--- src/rtl/cursor_pkg.sv ---
`timescale 1ns/1ps
package cursor_pkg;
  localparam int CAP_IDX_W = 4;

  typedef struct packed {
    logic                 cap;
    logic [CAP_IDX_W-1:0] capIdx;
    logic                 lineGo;
  } curStrobe_t;

  typedef enum logic [1:0] {
    CODE_COLOR0 = 2'b00,
    CODE_COLOR1 = 2'b01,
    CODE_CLEAR  = 2'b10,
    CODE_INVERT = 2'b11
  } curCode_e;
endpackage

--- src/rtl/cursor_ctl.sv ---
`timescale 1ns/1ps
module cursor_ctl
  import cursor_pkg::*;
#(
  parameter int COORD_W = 12,
  parameter int ADDR_W  = 14,
  parameter int CUR_DIM = 32
) (
  input  logic               clk,
  input  logic               rstN,
  input  logic               frameStart,
  input  logic               lineStart,
  input  logic [COORD_W-1:0] lineY,
  input  logic               pixValid,
  input  logic [COORD_W-1:0] posX,
  input  logic [COORD_W-1:0] posY,
  input  logic [ADDR_W-1:0]  patBase,
  input  logic               memReady,
  output logic               memRdEn,
  output logic [ADDR_W-1:0]  memAddr,
  output logic [COORD_W-1:0] curX,
  output curStrobe_t         stb
);
  localparam int WPL   = CUR_DIM / 16;
  localparam int CNT_W = $clog2(WPL + 1);

  logic [ADDR_W-1:0]  baseQ, effBase, rowBaseQ;
  logic [COORD_W-1:0] xQ, yQ, effY, rowDiff;
  logic               inRange, seenQ, locked, fetchQ, accQ, lineOkQ;
  logic               accept, cap;
  logic [CNT_W-1:0]   issueCnt, capCnt;

  // shadow values: the frame-start cycle already sees the new ones
  assign effBase = frameStart ? patBase : baseQ;
  assign effY    = frameStart ? posY : yQ;
  assign rowDiff = lineY - effY;
  assign inRange = (lineY >= effY) && (rowDiff < COORD_W'(CUR_DIM));

  assign locked  = seenQ | pixValid;
  assign memRdEn = fetchQ & ~locked;
  assign accept  = memRdEn & memReady;
  assign memAddr = rowBaseQ + ADDR_W'(issueCnt);
  assign cap     = accQ & ~locked & ~lineStart;

  assign curX       = xQ;
  assign stb.cap    = cap;
  assign stb.capIdx = CAP_IDX_W'(capCnt);
  assign stb.lineGo = lineOkQ;

  always_ff @(posedge clk) begin
    if (!rstN) begin
      baseQ <= '0;
      xQ    <= '0;
      yQ    <= '0;
    end else if (frameStart) begin
      baseQ <= patBase;
      xQ    <= posX;
      yQ    <= posY;
    end
  end

  always_ff @(posedge clk) begin
    if (!rstN) begin
      seenQ    <= 1'b0;
      fetchQ   <= 1'b0;
      accQ     <= 1'b0;
      lineOkQ  <= 1'b0;
      issueCnt <= '0;
      capCnt   <= '0;
      rowBaseQ <= '0;
    end else if (lineStart) begin
      seenQ    <= 1'b0;
      fetchQ   <= inRange;
      accQ     <= 1'b0;
      lineOkQ  <= 1'b0;
      issueCnt <= '0;
      capCnt   <= '0;
      rowBaseQ <= effBase + ADDR_W'(rowDiff) * ADDR_W'(WPL);
    end else begin
      if (pixValid) seenQ <= 1'b1;
      accQ <= accept;
      if (accept) begin
        issueCnt <= issueCnt + 1'b1;
        if (issueCnt == CNT_W'(WPL - 1)) fetchQ <= 1'b0;
      end
      if (locked) fetchQ <= 1'b0;
      if (cap) begin
        capCnt <= capCnt + 1'b1;
        if (capCnt == CNT_W'(WPL - 1)) lineOkQ <= 1'b1;
      end
    end
  end
endmodule

--- src/rtl/cursor_dp.sv ---
`timescale 1ns/1ps
module cursor_dp
  import cursor_pkg::*;
#(
  parameter int COORD_W = 12,
  parameter int COLOR_W = 24,
  parameter int CUR_DIM = 32
) (
  input  logic               clk,
  input  logic               rstN,
  input  curStrobe_t         stb,
  input  logic [31:0]        memRdData,
  input  logic [COORD_W-1:0] curX,
  input  logic [COORD_W-1:0] pixX,
  input  logic               pixValid,
  input  logic [COLOR_W-1:0] pixRgb,
  input  logic [COLOR_W-1:0] color0,
  input  logic [COLOR_W-1:0] color1,
  output logic [COLOR_W-1:0] outRgb,
  output logic               outValid
);
  localparam int WPL   = CUR_DIM / 16;
  localparam int COL_W = $clog2(CUR_DIM);

  logic [WPL-1:0][31:0] lineBuf;
  logic [COORD_W-1:0]   colOff;
  logic                 inWin, andBit, xorBit;
  logic [31:0]          selWord;
  logic [3:0]           bitIdx;
  logic [COLOR_W-1:0]   nextRgb;

  always_ff @(posedge clk) begin
    for (int i = 0; i < WPL; i++) begin
      if (stb.cap && stb.capIdx == CAP_IDX_W'(i)) lineBuf[i] <= memRdData;
    end
  end

  assign colOff  = pixX - curX;
  assign inWin   = stb.lineGo && (pixX >= curX) && (colOff < COORD_W'(CUR_DIM));
  assign selWord = lineBuf[colOff[COL_W-1:4]];
  assign bitIdx  = 4'hF - colOff[3:0];
  assign andBit  = selWord[5'd16 + {1'b0, bitIdx}];
  assign xorBit  = selWord[{1'b0, bitIdx}];

  always_comb begin
    nextRgb = pixRgb;
    if (inWin) begin
      case (curCode_e'({andBit, xorBit}))
        CODE_COLOR0: nextRgb = color0;
        CODE_COLOR1: nextRgb = color1;
        CODE_CLEAR:  nextRgb = pixRgb;
        CODE_INVERT: nextRgb = ~pixRgb;
        default:     nextRgb = pixRgb;
      endcase
    end
  end

  always_ff @(posedge clk) begin
    if (!rstN) begin
      outValid <= 1'b0;
      outRgb   <= '0;
    end else begin
      outValid <= pixValid;
      outRgb   <= nextRgb;
    end
  end
endmodule

--- src/rtl/cursor_overlay.sv ---
`timescale 1ns/1ps
module cursor_overlay
  import cursor_pkg::*;
#(
  parameter int COORD_W = 12,
  parameter int ADDR_W  = 14,
  parameter int COLOR_W = 24,
  parameter int CUR_DIM = 32
) (
  input  logic               clk,
  input  logic               rstN,
  input  logic               frameStart,
  input  logic               lineStart,
  input  logic [COORD_W-1:0] lineY,
  input  logic [COORD_W-1:0] pixX,
  input  logic               pixValid,
  input  logic [COLOR_W-1:0] pixRgb,
  input  logic [COORD_W-1:0] posX,
  input  logic [COORD_W-1:0] posY,
  input  logic [ADDR_W-1:0]  patBase,
  input  logic [COLOR_W-1:0] color0,
  input  logic [COLOR_W-1:0] color1,
  input  logic               memReady,
  input  logic [31:0]        memRdData,
  output logic               memRdEn,
  output logic [ADDR_W-1:0]  memAddr,
  output logic [COLOR_W-1:0] outRgb,
  output logic               outValid
);
  curStrobe_t         ctlStb;
  logic [COORD_W-1:0] curX;

  cursor_ctl #(.COORD_W(COORD_W), .ADDR_W(ADDR_W), .CUR_DIM(CUR_DIM)) u_ctl (
    .clk(clk), .rstN(rstN), .frameStart(frameStart), .lineStart(lineStart),
    .lineY(lineY), .pixValid(pixValid), .posX(posX), .posY(posY),
    .patBase(patBase), .memReady(memReady), .memRdEn(memRdEn),
    .memAddr(memAddr), .curX(curX), .stb(ctlStb)
  );

  cursor_dp #(.COORD_W(COORD_W), .COLOR_W(COLOR_W), .CUR_DIM(CUR_DIM)) u_dp (
    .clk(clk), .rstN(rstN), .stb(ctlStb), .memRdData(memRdData),
    .curX(curX), .pixX(pixX), .pixValid(pixValid), .pixRgb(pixRgb),
    .color0(color0), .color1(color1), .outRgb(outRgb), .outValid(outValid)
  );
endmodule

--- config.mk ---
export PLATFORM = sky130hd
export DESIGN_NAME = cursor_overlay
export DESIGN_NICKNAME = d
export VERILOG_FILES = /design/src/rtl/cursor_pkg.sv /design/src/rtl/cursor_ctl.sv /design/src/rtl/cursor_dp.sv /design/src/rtl/cursor_overlay.sv
export SDC_FILE = /design/constraint.sdc
export NUM_CORES = 1
export LEC_CHECK = 0
export ABC_AREA = 1
export BUFFER_PORTS_ARGS = -buffer_cell sky130_fd_sc_hd__buf_2
export CAP_MARGIN = 20
export CORE_MARGIN = 2
export CORE_UTILIZATION = 25
export CTS_CLUSTER_DIAMETER = 40
export CTS_CLUSTER_SIZE = 30
export DETAILED_ROUTE_END_ITERATION = 6
export GPL_TIMING_DRIVEN = 0
export SLEW_MARGIN = 20
export SYNTH_ARGS = -nofsm -noshare
export SYNTH_HDL_FRONTEND = slang
export SYNTH_SLANG_ARGS = --single-unit
--- constraint.sdc ---
create_clock -name clk -period 4.7 [get_ports clk]
set_input_delay 0.705 -clock clk [delete_from_list [all_inputs] [get_ports clk]]
set_output_delay 0.705 -clock clk [all_outputs]
set_load 0.02 [all_outputs]
==> flow_metrics.tcl <==
set metrics [dict create \
    ys_types 47 \
    switchingPower_uw 1491 \
    via_per_inst 4.394 \
    final_common_cell "buf_2" \
    outcome "complete, no violations" \
    finalSetupTns_ps 0 \
    gp_congestion 0.8446 \
    crit_path_start_kind "input pin" \
    fp.dieArea_um2 35410 \
    grt_pass1_wl_um 39820 \
    p_int_uw 2666 \
    synthXorXnorAreaFrac_pct 2.582 \
    synth_area_um2 8481 \
    synth_fa_ha_area_share_pct 6.993 \
    root_buffer "clkbuf_16" \
    cp.required_ps 5030 \
    skew_ps 11.81 \
    synth_nets 1286 \
    wire_per_inst_um 14.56 \
    ys.flop_type "dfxtp_1" \
    async_flop_share_pct 0 \
    grt_max_degree 33 \
    setup_viol 0 \
    grt_remaining_overflow 0 \
    initial_utilization_pct 25.35 \
    seqPwrFrac_pct 34.3 \
    hp-class "in -> reg" \
    maxCapViolCount 0 \
    synth_cells 1069 \
    coreArea_um2 33450 \
    hpwl_um 20090 \
    syn_avg_cell_area_um2 7.933 \
    maxSlewViolCount 0 \
    combPwrFrac_pct 32.0 \
    ant_nets 0 \
    worst_pin_slew_ps 760.9 \
    final_nets 1513 \
    fmax_mhz 236.6 \
    final_cell_mix "buf_2, nand2_1, inv_1" \
    rsz0062_at_grt "false" \
    synth-compound-area-share_pct 10.15 \
    die_w_um 188.2 \
    numPortBuffers 209 \
    cts_sinks 149 \
    synth_edf_count 64 \
    synth_top_area_share_pct 22.66 \
    io_pins 212 \
    post_cts_resize_count 0 \
    ys.warnings.count 0 \
    arrival_ps 4550 \
    num_rows 67 \
    dieHeight_um 188.2 \
    drc 0 \
    min_period_ps 4227 \
    drive_above_1_share_pct 24.52 \
    cts_buffers 17 \
    cp-end-kind "flip-flop" \
    switching_share_pct 35.86 \
    synthMuxAreaShare_pct 1.298 \
    yosysSeqAreaShare_pct 42.73 \
    synth_area_leaders "edfxtp_1, dfxtp_1, nand2_1" \
    slew_headroom_pct 49.20 \
    h-tree-depth 4 \
    tritoncts "built" \
    dr.pass1.iters 5 \
    yosys.area.top_type "edfxtp_1" \
    critPathMaxFanout 20 \
    period_share_pct 89.93 \
    clkLatencyLatePin_ps 440 \
    grt_use_total_pct 14.57 \
    antenna_found_initial 2 \
    drt-initial-drc-count 445 \
    power_density_nw_per_um2 388.5 \
    cts.path.max_buffers 2 \
    synth-simple-area-share_pct 27.43 \
    synth_seq_cells 149 \
    p_leak_uw 0.004960 \
    critPathKind "in -> reg" \
    final_hold_viol_count 0 \
    drt-total-wl_um 25600 \
    max-vdd-ir-drop_v 0.0002523 \
    clk_pin_slew_worst_paths_ps 70 \
    grt_pass1_vias 7712 \
    area_growth_pct 26.17 \
    p_clk_share_pct 33.7 \
    synth_top_family_by_area "simple AND/OR/NAND/NOR gates" \
    vias 7725 \
    total_power_uw 4157 \
]
## path summary, 6_finish.rpt
check	start	end	slack, ps	cells past startpoint
hold reg to reg	u_ctl.lineOkQ	u_ctl.lineOkQ	460	2
setup reg to reg	u_ctl.yQ[0]	u_ctl.rowBaseQ[12]	1260	20
setup / recovery	frameStart	u_ctl.rowBaseQ[12]	470	22
hold / removal	memRdData[24]	u_dp.lineBuf[24]	450	1
## state kept, by name, indices dropped and copies added, names as in the netlist
register and flops:
u_dp.outValid 1, u_ctl.yQ 12, u_ctl.curX 12, u_ctl.capCnt 2
u_dp.outRgb 24, u_ctl.accQ 1, u_ctl.seenQ 1, u_ctl.issueCnt 2
u_ctl.rowBaseQ 14, u_ctl.baseQ 14, u_dp.lineBuf 64, u_ctl.fetchQ 1
u_ctl.lineOkQ 1
## worst max-delay path: stages
cell and delay, ps:
buf_2 190, inv_1 540, nand2_1 150, nand2_1 120, ha_1 160, inv_1 90
fa_1 410, nand3_1 90, nand2_1 90, a21oi_1 210, o21ai_0 160, xor2_1 180
ha_1 360, nand2_1 90, nor2_1 120, nand3_1 100, o2111ai_1 150, nand2_1 70
o21ai_0 250, a21oi_1 110, o21ai_0 110, nand2_1 70
## metal layers
metal  part of all wire, %  global-route usage, %
met1                    45                  17.64
met2                    48                  25.22
met3                   6.2                  4.042
met4                   1.2                  4.210
met5                 0.035                      0
## repair_timing
| action | CTS | global route |
|---|---|---|
| setup endpoints to repair | 0 | 4 |
| buffers inserted | 0 | 0 |
| hold buffers | 0 | 0 |
## power by group through the flow
stage	sequential (uW)	clock, uW	combinational, uW
finish	1420	1400	1330
global route	1430	1490	1490
CTS	1420	1440	1340
detailed placement	1450	0	1340
global placement	1450	0	1320
floorplan	1460	0	938
## stage by stage
step	util, %	instance area (um2)	hold slack (ps)	cells	worst slack, ps
after global routing	31.99	10700	426.4	1758	26.40
after detailed placement	30.24	10110	452.5	1727	-358.6
after global placement	30.16	10090	451.7	1726	-222.8
final	31.99	10700	447.4	1758	473.1
after floorplan	-	8481	436.3	1069	605.0
after CTS	32.01	10710	422.4	1759	102.9
## kinds of logic after synthesis
group           after synthesis
simple gates                507
compound gates              159
buf+inv                     173
flops                       149
xor+xnor                     25
mux                          11
fa+ha+maj                    45
## synth_stat cells, types with 3 or more instances
| cell type | n |
|---|---|
| nand3_1 | 114 |
| nand2_1 | 210 |
| buf_6 | 9 |
| nand2_4 | 3 |
| nor2_1 | 123 |
| clkbuf_1 | 15 |
| nand2_2 | 3 |
| xnor2_1 | 12 |
| nor3_1 | 3 |
| buf_1 | 4 |
| nor4_1 | 3 |
| buf_4 | 5 |
| mux2i_1 | 11 |
| inv_1 | 125 |
| nand3b_1 | 5 |
| a21oi_1 | 69 |
| o211ai_1 | 7 |
| nor2_2 | 10 |
| fa_1 | 4 |
| nor3_2 | 19 |
| or2_2 | 5 |
| ha_1 | 41 |
| nand3_2 | 4 |
| dfxtp_1 | 85 |
| a21o_1 | 3 |
| o22ai_1 | 3 |
| o21ai_0 | 65 |
| xor2_1 | 13 |
| inv_2 | 4 |
| edfxtp_1 | 64 |
| buf_2 | 10 |
## area by class of cell
class,instances,area (um2)
Fill cell,3552,22750
Multi-Input combinational cell,747,4116
Inverter,130,488.0
Clock inverter,14,140.1
Antenna cell,1,2.502
Buffer,41,252.7
Clock buffer,18,450.4
Timing Repair Buffer,210,1066
Tap cell,448,560.5
Sequential cell,149,3623
Note: power is estimated with default switching activity, not from simulation.
